**config.mk**
```make
export PLATFORM = sky130hd
export DESIGN_NAME = trig_route
export DESIGN_NICKNAME = d
export VERILOG_FILES = /design/src/rtl/trig_route_pkg.sv /design/src/rtl/trig_route_cfg.sv /design/src/rtl/trig_route_scan.sv /design/src/rtl/trig_route.sv
export SDC_FILE = /design/constraint.sdc
export NUM_CORES = 1
export LEC_CHECK = 0
export ABC_AREA = 1
export BUFFER_PORTS_ARGS = -buffer_cell sky130_fd_sc_hd__clkbuf_2
export CAP_MARGIN = 15
export CORE_ASPECT_RATIO = 1.4
export CORE_MARGIN = 5
export CORE_UTILIZATION = 59
export CTS_BUF_LIST = sky130_fd_sc_hd__clkbuf_4 sky130_fd_sc_hd__clkbuf_8
export DETAILED_ROUTE_END_ITERATION = 8
export GPL_ROUTABILITY_DRIVEN = 0
export PLACE_DENSITY_LB_ADDON = 0.08
export REMOVE_ABC_BUFFERS = 1
export SYNTH_ARGS = -nofsm -noshare
export SYNTH_HDL_FRONTEND = slang
export SYNTH_SLANG_ARGS = --single-unit
```
**constraint.sdc**
```tcl
create_clock -name clk -period 1.8 [get_ports clk]
set_input_delay 0.36 -clock clk [delete_from_list [all_inputs] [get_ports clk]]
set_output_delay 0.36 -clock clk [all_outputs]
set_load 0.01 [all_outputs]
```
**src/rtl/trig_route_pkg.sv**
```systemverilog
package trig_route_pkg;
    localparam int CODE_W = 4;
    localparam logic [CODE_W-1:0] SRC_NONE  = 4'd0;
    localparam logic [CODE_W-1:0] SRC_SWP   = 4'd1;
    localparam logic [CODE_W-1:0] SRC_SWL   = 4'd2;
    localparam logic [CODE_W-1:0] SRC_SCAN  = 4'd3;
    localparam logic [CODE_W-1:0] SRC_SYNC  = 4'd4;
    localparam logic [CODE_W-1:0] SRC_EVT0  = 4'd5;

    typedef enum logic [1:0] {
        SC_IDLE  = 2'd0,
        SC_ISSUE = 2'd1,
        SC_WAIT  = 2'd2
    } scan_state_e;
endpackage

```
**src/rtl/trig_route_cfg.sv**
```systemverilog
module trig_route_cfg #(
    parameter int NCH = 16,
    parameter int CW  = 4
) (
    input  logic              clk,
    input  logic              rst_n,
    input  logic              enable,
    input  logic              cfg_we,
    input  logic [NCH*CW-1:0] cfg_src,
    input  logic [CW-1:0]     cfg_scan,
    input  logic [NCH-1:0]    cfg_mask,
    output logic [NCH*CW-1:0] src_q,
    output logic [CW-1:0]     scan_q,
    output logic [NCH-1:0]    mask_q
);
    // Loads are honoured only while the block is disabled.
    always_ff @(posedge clk or negedge rst_n) begin
        if (!rst_n) begin
            src_q  <= '0;
            scan_q <= '0;
            mask_q <= '0;
        end else if (cfg_we && !enable) begin
            src_q  <= cfg_src;
            scan_q <= cfg_scan;
            mask_q <= cfg_mask;
        end
    end
endmodule

```
**src/rtl/trig_route_scan.sv**
```systemverilog
module trig_route_scan
    import trig_route_pkg::*;
#(
    parameter int NCH = 16
) (
    input  logic           clk,
    input  logic           rst_n,
    input  logic           enable,
    input  logic           fire,
    input  logic [NCH-1:0] members,
    input  logic           conv_done,
    input  logic           eos_clr,
    output logic [NCH-1:0] scan_req,
    output logic           busy,
    output logic           eos_flag
);
    scan_state_e    state_q, state_d;
    logic [NCH-1:0] pend_q, pend_d;
    logic [NCH-1:0] lowest;
    logic           eos_set;

    assign lowest = pend_q & (~pend_q + {{(NCH-1){1'b0}}, 1'b1});

    // next-state logic
    always_comb begin
        state_d  = state_q;
        pend_d   = pend_q;
        eos_set  = 1'b0;
        scan_req = '0;
        if (!enable) begin
            state_d = SC_IDLE;
            pend_d  = '0;
        end else begin
            unique case (state_q)
                SC_IDLE: begin
                    if (fire) begin
                        if (members == '0) begin
                            eos_set = 1'b1;
                        end else begin
                            pend_d  = members;
                            state_d = SC_ISSUE;
                        end
                    end
                end
                SC_ISSUE: begin
                    scan_req = lowest;
                    pend_d   = pend_q & ~lowest;
                    state_d  = SC_WAIT;
                end
                SC_WAIT: begin
                    if (conv_done) begin
                        if (pend_q == '0) begin
                            eos_set = 1'b1;
                            state_d = SC_IDLE;
                        end else begin
                            state_d = SC_ISSUE;
                        end
                    end
                end
                default: state_d = SC_IDLE;
            endcase
        end
    end

    // state register
    always_ff @(posedge clk or negedge rst_n) begin
        if (!rst_n) begin
            state_q <= SC_IDLE;
            pend_q  <= '0;
        end else begin
            state_q <= state_d;
            pend_q  <= pend_d;
        end
    end

    // outputs
    always_ff @(posedge clk or negedge rst_n) begin
        if (!rst_n) begin
            eos_flag <= 1'b0;
        end else if (eos_set) begin
            eos_flag <= 1'b1;
        end else if (eos_clr) begin
            eos_flag <= 1'b0;
        end
    end

    assign busy = (state_q != SC_IDLE);
endmodule

```
**src/rtl/trig_route.sv**
```systemverilog
module trig_route
    import trig_route_pkg::*;
#(
    parameter int NCH  = 16,
    parameter int NEVT = 11
) (
    input  logic                  clk,
    input  logic                  rst_n,
    input  logic                  enable,
    input  logic                  cfg_we,
    input  logic [NCH*CODE_W-1:0] cfg_src,
    input  logic [CODE_W-1:0]     cfg_scan,
    input  logic [NCH-1:0]        cfg_mask,
    input  logic                  sw_pulse,
    input  logic                  sw_level,
    input  logic                  sync_tick,
    input  logic [NEVT-1:0]       evt,
    input  logic                  conv_done,
    input  logic                  eos_clr,
    output logic [NCH-1:0]        req,
    output logic                  scan_busy,
    output logic                  eos_flag
);
    localparam int NSRC = 1 << CODE_W;

    logic [NCH*CODE_W-1:0] src_q;
    logic [CODE_W-1:0]     scan_q;
    logic [NCH-1:0]        mask_q;
    logic [NSRC-1:0]       src_vec;
    logic [NCH-1:0]        direct;
    logic [NCH-1:0]        members;
    logic [NCH-1:0]        scan_req;
    logic                  scan_fire;

    trig_route_cfg #(.NCH(NCH), .CW(CODE_W)) u_cfg (
        .clk      (clk),
        .rst_n    (rst_n),
        .enable   (enable),
        .cfg_we   (cfg_we),
        .cfg_src  (cfg_src),
        .cfg_scan (cfg_scan),
        .cfg_mask (cfg_mask),
        .src_q    (src_q),
        .scan_q   (scan_q),
        .mask_q   (mask_q)
    );

    // Source vector indexed by code; the none and scan slots stay zero.
    always_comb begin
        src_vec                          = '0;
        src_vec[SRC_SWP]                 = sw_pulse;
        src_vec[SRC_SWL]                 = sw_level;
        src_vec[SRC_SYNC]                = sync_tick;
        src_vec[SRC_EVT0 +: NEVT]        = evt;
    end

    generate
        for (genvar k = 0; k < NCH; k++) begin : g_chan
            logic [CODE_W-1:0] code;
            assign code       = src_q[k*CODE_W +: CODE_W];
            assign direct[k]  = (code != SRC_SCAN) && src_vec[code];
            assign members[k] = (code == SRC_SCAN) && mask_q[k];
        end
    endgenerate

    assign scan_fire = src_vec[scan_q];

    trig_route_scan #(.NCH(NCH)) u_scan (
        .clk       (clk),
        .rst_n     (rst_n),
        .enable    (enable),
        .fire      (scan_fire),
        .members   (members),
        .conv_done (conv_done),
        .eos_clr   (eos_clr),
        .scan_req  (scan_req),
        .busy      (scan_busy),
        .eos_flag  (eos_flag)
    );

    always_ff @(posedge clk or negedge rst_n) begin
        if (!rst_n) begin
            req <= '0;
        end else begin
            req <= enable ? (direct | scan_req) : '0;
        end
    end
endmodule

```
==> results of run 1 <==
## cells by family (layout without fill, tap and decap cells)
kind of cell | count (synthesis) | in the layout | share of synthesized area
flops | 119 | 119 | 0.400
simple gates | 402 | 402 | 0.265
mux | 33 | 33 | 0.0499
compound gates | 296 | 296 | 0.207
buf+inv | 135 | 301 | 0.0781
## path summary, 6_finish.rpt
kind	from	end	slack (ns)	cells after the start
worst max register to register	u_cfg.src_q[33]$_DFFE_PN0P_	u_scan.pend_q[15]$_DFFE_PN0P_	0.14	11
worst min-delay path	cfg_mask[2]	u_cfg.mask_q[2]$_DFFE_PN0P_	0.14	2
worst min register to register	u_scan.eos_flag$_DFFE_PN0P_	u_scan.eos_flag$_DFFE_PN0P_	0.48	2
min in group asynchronous	rst_n	u_cfg.src_q[40]$_DFFE_PN0P_	0.49	3
worst max-delay path	u_scan.state_q[1]$_DFFE_PN0P_	scan_busy	0.09	4
max in group asynchronous	rst_n	u_cfg.src_q[32]$_DFFE_PN0P_	0.93	3
## metrics by stage
stage | std cells | hold WS [ns] | instance area (um2) | setup slack [ns]
detailed placement | 1268 | 0.439 | 8470 | 0.126
finish | 1301 | 0.144 | 8900 | 0.0899
global route | 1301 | 0.125 | 8900 | 0.00285
global placement | 1268 | 0.439 | 8470 | 0.140
floorplan | 943 | 0.0644 | 7220 | -1.54
CTS | 1301 | 0.127 | 8900 | 0.0815
## cell type report
type,instances,area share
Clock inverter,8,0.0138
Timing Repair Buffer,176,0.121
Sequential cell,119,0.335
Inverter,93,0.0395
Tap cell,150,0.0211
Clock buffer,24,0.0329
Multi-Input combinational cell,731,0.437
## cells in the mapped netlist, drive strengths merged
cell | n | area, um2
or2 | 3 | 18.8
a21oi | 156 | 781
o22ai | 22 | 138
clkbuf | 19 | 71.3
dfrtp | 119 | 2980
mux2 | 33 | 372
nor2 | 107 | 454
nand3 | 100 | 543
nand2 | 161 | 714
inv | 92 | 348
nand3b | 5 | 75.1
a41oi | 1 | 8.76
clkinv | 1 | 3.75
nor3 | 4 | 31.3
o21ai | 100 | 500
nand4 | 22 | 138
buf | 23 | 159
o211ai | 5 | 37.5
a31oi | 12 | 75.1
## worst reg2reg max path, delay by kind of cell (launching register included)
kind | cells | cell delay, ns
simple gates | 10 | 1.11
buf+inv | 1 | 0.03
flops | 1 | 0.46
## power breakdown
group / total, mW / switching (mW) / internal, mW
clock network: 2.57 / 1.08 / 1.49
logic: 2.69 / 1.65 / 1.04
registers: 3.40 / 0.372 / 3.03
## cell usage in the layout, fill, tap and decap left out, types with 3 or more instances in the layout
cell          n
a21oi_1     156
a31oi_1      12
buf_12        4
buf_4        51
bufinv_16     3
clkbuf_2    120
clkbuf_4      6
clkbuf_8     18
clkinvlp_4    3
dfrtp_1     118
inv_1        78
inv_2        13
mux2_2       33
nand2_1     120
nand2_2      38
nand2_4       3
nand3_1      93
nand3_2       6
nand3b_4      3
nand4_1      22
nor2_1       98
nor2_2        3
nor2_4        6
nor3_1        3
o211ai_1      5
o21ai_0      97
o21ai_1       3
o22ai_1      22
## routing by layer
layer | up-vias | GRT usage | wire (um)
met5 | - | 0 | 0
met4 | 0 | 0.115 | 672
met3 | 68 | 0.0561 | 2130
met2 | 410 | 0.516 | 11200
met1 | 3595 | 0.379 | 8580
li1 | 3679 | - | -
## registers in the layout, indices dropped and copies added, names as in the netlist
signal           cells
req                 16
u_cfg.mask_q        16
u_cfg.scan_q         4
u_cfg.src_q         64
u_scan.eos_flag      1
u_scan.pend_q       16
u_scan.state_q       2
## repair_timing
| action | in CTS | in global routing |
|---|---|---|
| gates resized for setup | 0 | 1 |
| hold endpoints to repair | 118 | 0 |
| hold buffers | 1 | 0 |
| endpoints found under the setup margin | 0 | 12 |
==> out/summary.txt, run 1 <==
Status = completed
Die extent in x = 105 um
RSZ-0062 raised after global routing = no
Post-Route WL = 22600 um
Global-route usage over all layers = 0.301
Pin count of the biggest net entering global routing = 84
Hold Fails Final Rpt = 0
DRC Markers = 0
Die height = 143 um
Buffers plus inverters on the worst setup path = 3
Yosys cell types = 35
Avg Cell Area, Syn = 7.56 um2
CP max stage delay = 0.39 ns
Core Footprint = 12400 um2
Via Count = 7752
Via density = 5.96
Max-cap violation count = 0
Area taken by multi-input logic gates = 3890 um2
TritonCTS clock tree = done
FMAX = 585 MHz
Clk sinks = 119
First-pass GRT wire length = 36400 um
Worst-Skew Late Latency = 0.44 ns
Ys Warns = 0
Syn Std Cell Area = 7450 um2
Post-CTS Setup Bufs = 0
Clock buffer depth = 2
Routed length per instance = 17.3 um
Power Total = 8.66 mW
Rows = 48
P_leak = 4.50 nW
Nets = 1242
Clock slew at reported path FFs = 0.07 ns
Sequential area share after synthesis = 0.400
Final Setup Violations = 0
Hold Crit Class = input port to flop
Critical-path top delay cell = dfrtp_1
Initial Util = 0.602
Worst Setup End Kind = output pin
Tightest Pin Transition = 0.587 ns
Syn Inst Count = 985
Pins Over Slew Limit = 0
Slew headroom = 0.608
Num CTS Buffers = 17
Antenna violations before repair = 0
Peak supply drop = 590 uV
Worst EP arrival = 1.35 ns
Die area = 15000 um2
CP Launch Type = flop
Max Clock Skew = 0.0119 ns
HPWL Detailed = 16000 um
IO Port Bufs = 121
Crit-path max FO = 4
Ports = 122
Util after Layout = 0.719
Worst setup path class = flop to output pin
# diodes = 0
Register area = 2980 um2
CP delay by family, top = flip-flops
Fraction of layout cells with a size suffix above 1 = 0.276
Final setup TNS = 0 ns
DR iter-0 viols = 763
Grt ovf = 0
Cell Pwr Density = 973 nW/um2
Critical path, cell by cell = buf_4 > nor2_1 > inv_1 > clkbuf_2
Crit path required time = 1.44 ns
Final ANT Viol Nets = 0
H-tree Lvls = 4
# fillers = 1078
Final worst path period share = 0.950
Vias in the first global route = 7392
CTS root buf = clkbuf_8
#FFs+latches synth = 119
TritonRoute pass-1 iters = 5
Area grow syn2layout = 19.5%
Final worst path period need = 1.71 ns
No activity file was read; power rests on OpenSTA's default activity.
==> run 2, diff against run 1 <==
--- a/config.mk
+++ b/config.mk
@@ -15,7 +15,10 @@
 export DETAILED_ROUTE_END_ITERATION = 8
 export GPL_ROUTABILITY_DRIVEN = 0
 export PLACE_DENSITY_LB_ADDON = 0.08
+export RECOVER_POWER = 50
 export REMOVE_ABC_BUFFERS = 1
+export SETUP_SLACK_MARGIN = 0.2
+export SKIP_LAST_GASP = 1
 export SYNTH_ARGS = -nofsm -noshare
 export SYNTH_HDL_FRONTEND = slang
 export SYNTH_SLANG_ARGS = --single-unit
==> run 2 against run 1 <==
Sequential share of layout area is 1.3 points lower; sequential power hardly changed; via count is 3.9% higher; clock power hardly changed; cell count is 2.4% higher; core utilization is 3.3 points higher; maximum frequency is 2.2% higher; setup slack better by 0.037 ns; die area stayed put; register-to-register slack hardly changed; first-iteration DRC count is 13% higher; wire length is 5.9% higher; critical endpoint is now u_scan.pend_q[13]$_DFFE_PN0P_; largest cell class unchanged; largest power group unchanged; highest routed layer unchanged.
==> out/summary.txt, run 2 (synthesis results as in run 1) <==
Max reg flops = 64 (unchanged)
Most frequent cells in the layout = 156 x a21oi_1, 119 x clkbuf_2, 111 x nand2_1 (was 156 x a21oi_1, 120 x nand2_1, 120 x clkbuf_2)
Final worst path period need = 1.67 ns (was 1.71 ns)
Peak supply drop = 608 uV (was 590 uV)
Buffers plus inverters on the worst setup path = 2 (was 3)
Worst EP arrival = 2.01 ns (was 1.35 ns)
Post-Route WL = 23900 um (was 22600 um)
Slew headroom = 0.293 (was 0.608)
Worst setup path class = flop to flop (was flop to output pin)
Origin of the worst setup path = u_cfg.scan_q[0]$_DFFE_PN0P_ (was u_scan.state_q[1]$_DFFE_PN0P_)
Global-route usage over all layers = 0.305 (was 0.301)
Crit-path max FO = 8 (was 4)
P_leak = 4.70 nW (was 4.50 nW)
Via Count = 8057 (was 7752)
Critical path, cell by cell = buf_6 > nand2_2 > nand3_2 > nand3b_1 > nand3_1 > nand2_4 > nand2_4 > clkbuf_16 > nand4_1 > nand2_1 (was buf_4 > nor2_1 > inv_1 > clkbuf_2)
Final Setup Violations = 0 (unchanged)
Die extent in x = 105 um (unchanged)
H-tree Lvls = 4 (unchanged)
Final setup TNS = 0 ns (unchanged)
Max-cap violation count = 0 (unchanged)
Placement Setup Slack = 0.126 ns (unchanged)
Hold Path Origin = cfg_mask[0] (was cfg_mask[2])
# fillers = 992 (was 1078)
Cell depth of the worst setup path = 10 (was 4)
CP dominant cell by count = nand2_4
DRC Markers = 0 (unchanged)
Num CTS Buffers = 17 (unchanged)
Clock slew at reported path FFs = 0.07 ns (about the same)
TritonRoute pass-1 iters = 6 (was 5)
Grt ovf = 0 (unchanged)
Core Footprint = 12400 um2 (unchanged)
Max Clock Skew = 0.0105 ns (was 0.0119 ns)
Die area = 15000 um2 (unchanged)
# diodes = 0 (unchanged)
TritonCTS clock tree = done (unchanged)
Cell Pwr Density = 975 nW/um2 (was 973 nW/um2)
Hold Crit Class = input port to flop (unchanged)
Vias in the first global route = 7495 (was 7392)
Most Used Layer, Global Route = met2 (unchanged)
Met1 usage = 0.384 (was 0.379)
Fraction of layout cells with a size suffix above 1 = 0.321 (was 0.276)
Final worst path period share = 0.929 (was 0.950)
Worst Setup End Kind = flop (was output pin)
Status = completed (unchanged)
Initial Util = 0.602 (unchanged)
Crit path required time = 2.13 ns (was 1.44 ns)
Pin count of the biggest net entering global routing = 84 (unchanged)
Reg with most FFs = u_cfg.src_q (unchanged)
Worst reg2reg path depth = 10 (was 11)
Post-route insts no fill = 1332 (was 1301)
RSZ-0062 raised after global routing = yes (was no)
Tightest Pin Transition = 1.06 ns (was 0.587 ns)
Routed length per instance = 17.9 um (was 17.3 um)
Nets = 1273 (was 1242)
Placed instance count = 1268 (unchanged)
Hold Fails Final Rpt = 0 (unchanged)
Area grow syn2layout = 25.1% (was 19.5%)
Rows = 48 (unchanged)
FMAX = 598 MHz (was 585 MHz)
CTS root buf = clkbuf_8 (unchanged)
Via density = 6.05 (was 5.96)
Antenna violations before repair = 0 (unchanged)
Worst-Skew Late Latency = 0.45 ns (was 0.44 ns)
Hold path depth = 2 (unchanged)
CP Launch Type = flop (unchanged)
DR iter-0 viols = 859 (was 763)
CP delay by family, top = simple AND/OR/NAND/NOR gates (was flip-flops)
IO Port Bufs = 121 (unchanged)
Critical-path top delay cell = dfrtp_2 (was dfrtp_1)
Clock buffer depth = 2 (unchanged)
Final instance area = 9310 um2 (was 8900 um2)
HPWL Detailed = 16000 um (unchanged)
Ports = 122 (unchanged)
Die height = 143 um (unchanged)
Placed cell area = 8470 um2 (unchanged)
Final ANT Viol Nets = 0 (unchanged)
CP max stage delay = 0.47 ns (was 0.39 ns)
Pins Over Slew Limit = 0 (unchanged)
Power Total = 9.08 mW (was 8.66 mW)
Clk sinks = 119 (unchanged)
Reg2reg start = u_cfg.scan_q[0]$_DFFE_PN0P_ (was u_cfg.src_q[33]$_DFFE_PN0P_)
Met3 GRT Util = 0.0606 (was 0.0561)
First-pass GRT wire length = 36800 um (was 36400 um)
Final WS setup = 0.127 ns (was 0.0899 ns)
Most common cell after layout, fill and taps aside = a21oi_1 (unchanged)
M2 GR Usage = 0.516 (about the same)
-- run 2: final cells by class --
type,instances,area (um2),area share
flip-flops and latches,119,2990,0.321
multi-input cells,732,3990,0.429
clock inverters,8,123,0.0132
well taps,150,188,0.0202
clock buffers,24,293,0.0314
repair buffers,206,1370,0.147
inverters,93,354,0.0380
-- run 2: stage by stage --
step                hold slack (ns)  utilization
floorplan                    0.0644            -
global placement              0.439        0.685
detailed placement            0.439        0.685
CTS                           0.127        0.726
global route                  0.122        0.753
finish                        0.140        0.753
-- run 2: path summary, 6_finish.rpt --
| kind | endpoint | slack [ns] |
|---|---|---|
| setup / recovery | u_scan.pend_q[13]$_DFFE_PN0P_ | 0.13 |
| hold / removal | u_cfg.mask_q[0]$_DFFE_PN0P_ | 0.14 |
| setup reg to reg | u_scan.pend_q[13]$_DFFE_PN0P_ | 0.13 |
| hold reg to reg | u_scan.eos_flag$_DFFE_PN0P_ | 0.48 |
| max in group asynchronous | u_cfg.src_q[52]$_DFFE_PN0P_ | 0.31 |
| min in group asynchronous | u_cfg.src_q[32]$_DFFE_PN0P_ | 0.67 |
-- run 2: power by group --
group	switching, mW	internal, mW
sequential	0.368	3.04
clock	1.08	1.49
combinational	1.82	1.29
total	3.26	5.82
-- run 2: what timing repair did --
| item | in CTS | in global routing |
|---|---|---|
| buffers inserted | 5 | 22 |
| gates cloned | 1 | 3 |
| hold buffers | 1 | 0 |
| endpoints found under the hold margin | 118 | 0 |
| pin swaps | 0 | 15 |
| setup endpoints to repair | 18 | 24 |
| resized for setup | 10 | 37 |
-- run 2: layer usage --
layer | share of wire | up-vias | wire length, um
li1 | - | 3758 | -
met1 | 0.37 | 3685 | 8770
met2 | 0.49 | 496 | 11600
met3 | 0.10 | 118 | 2420
met4 | 0.045 | 0 | 1070
met5 | 0 | - | 0
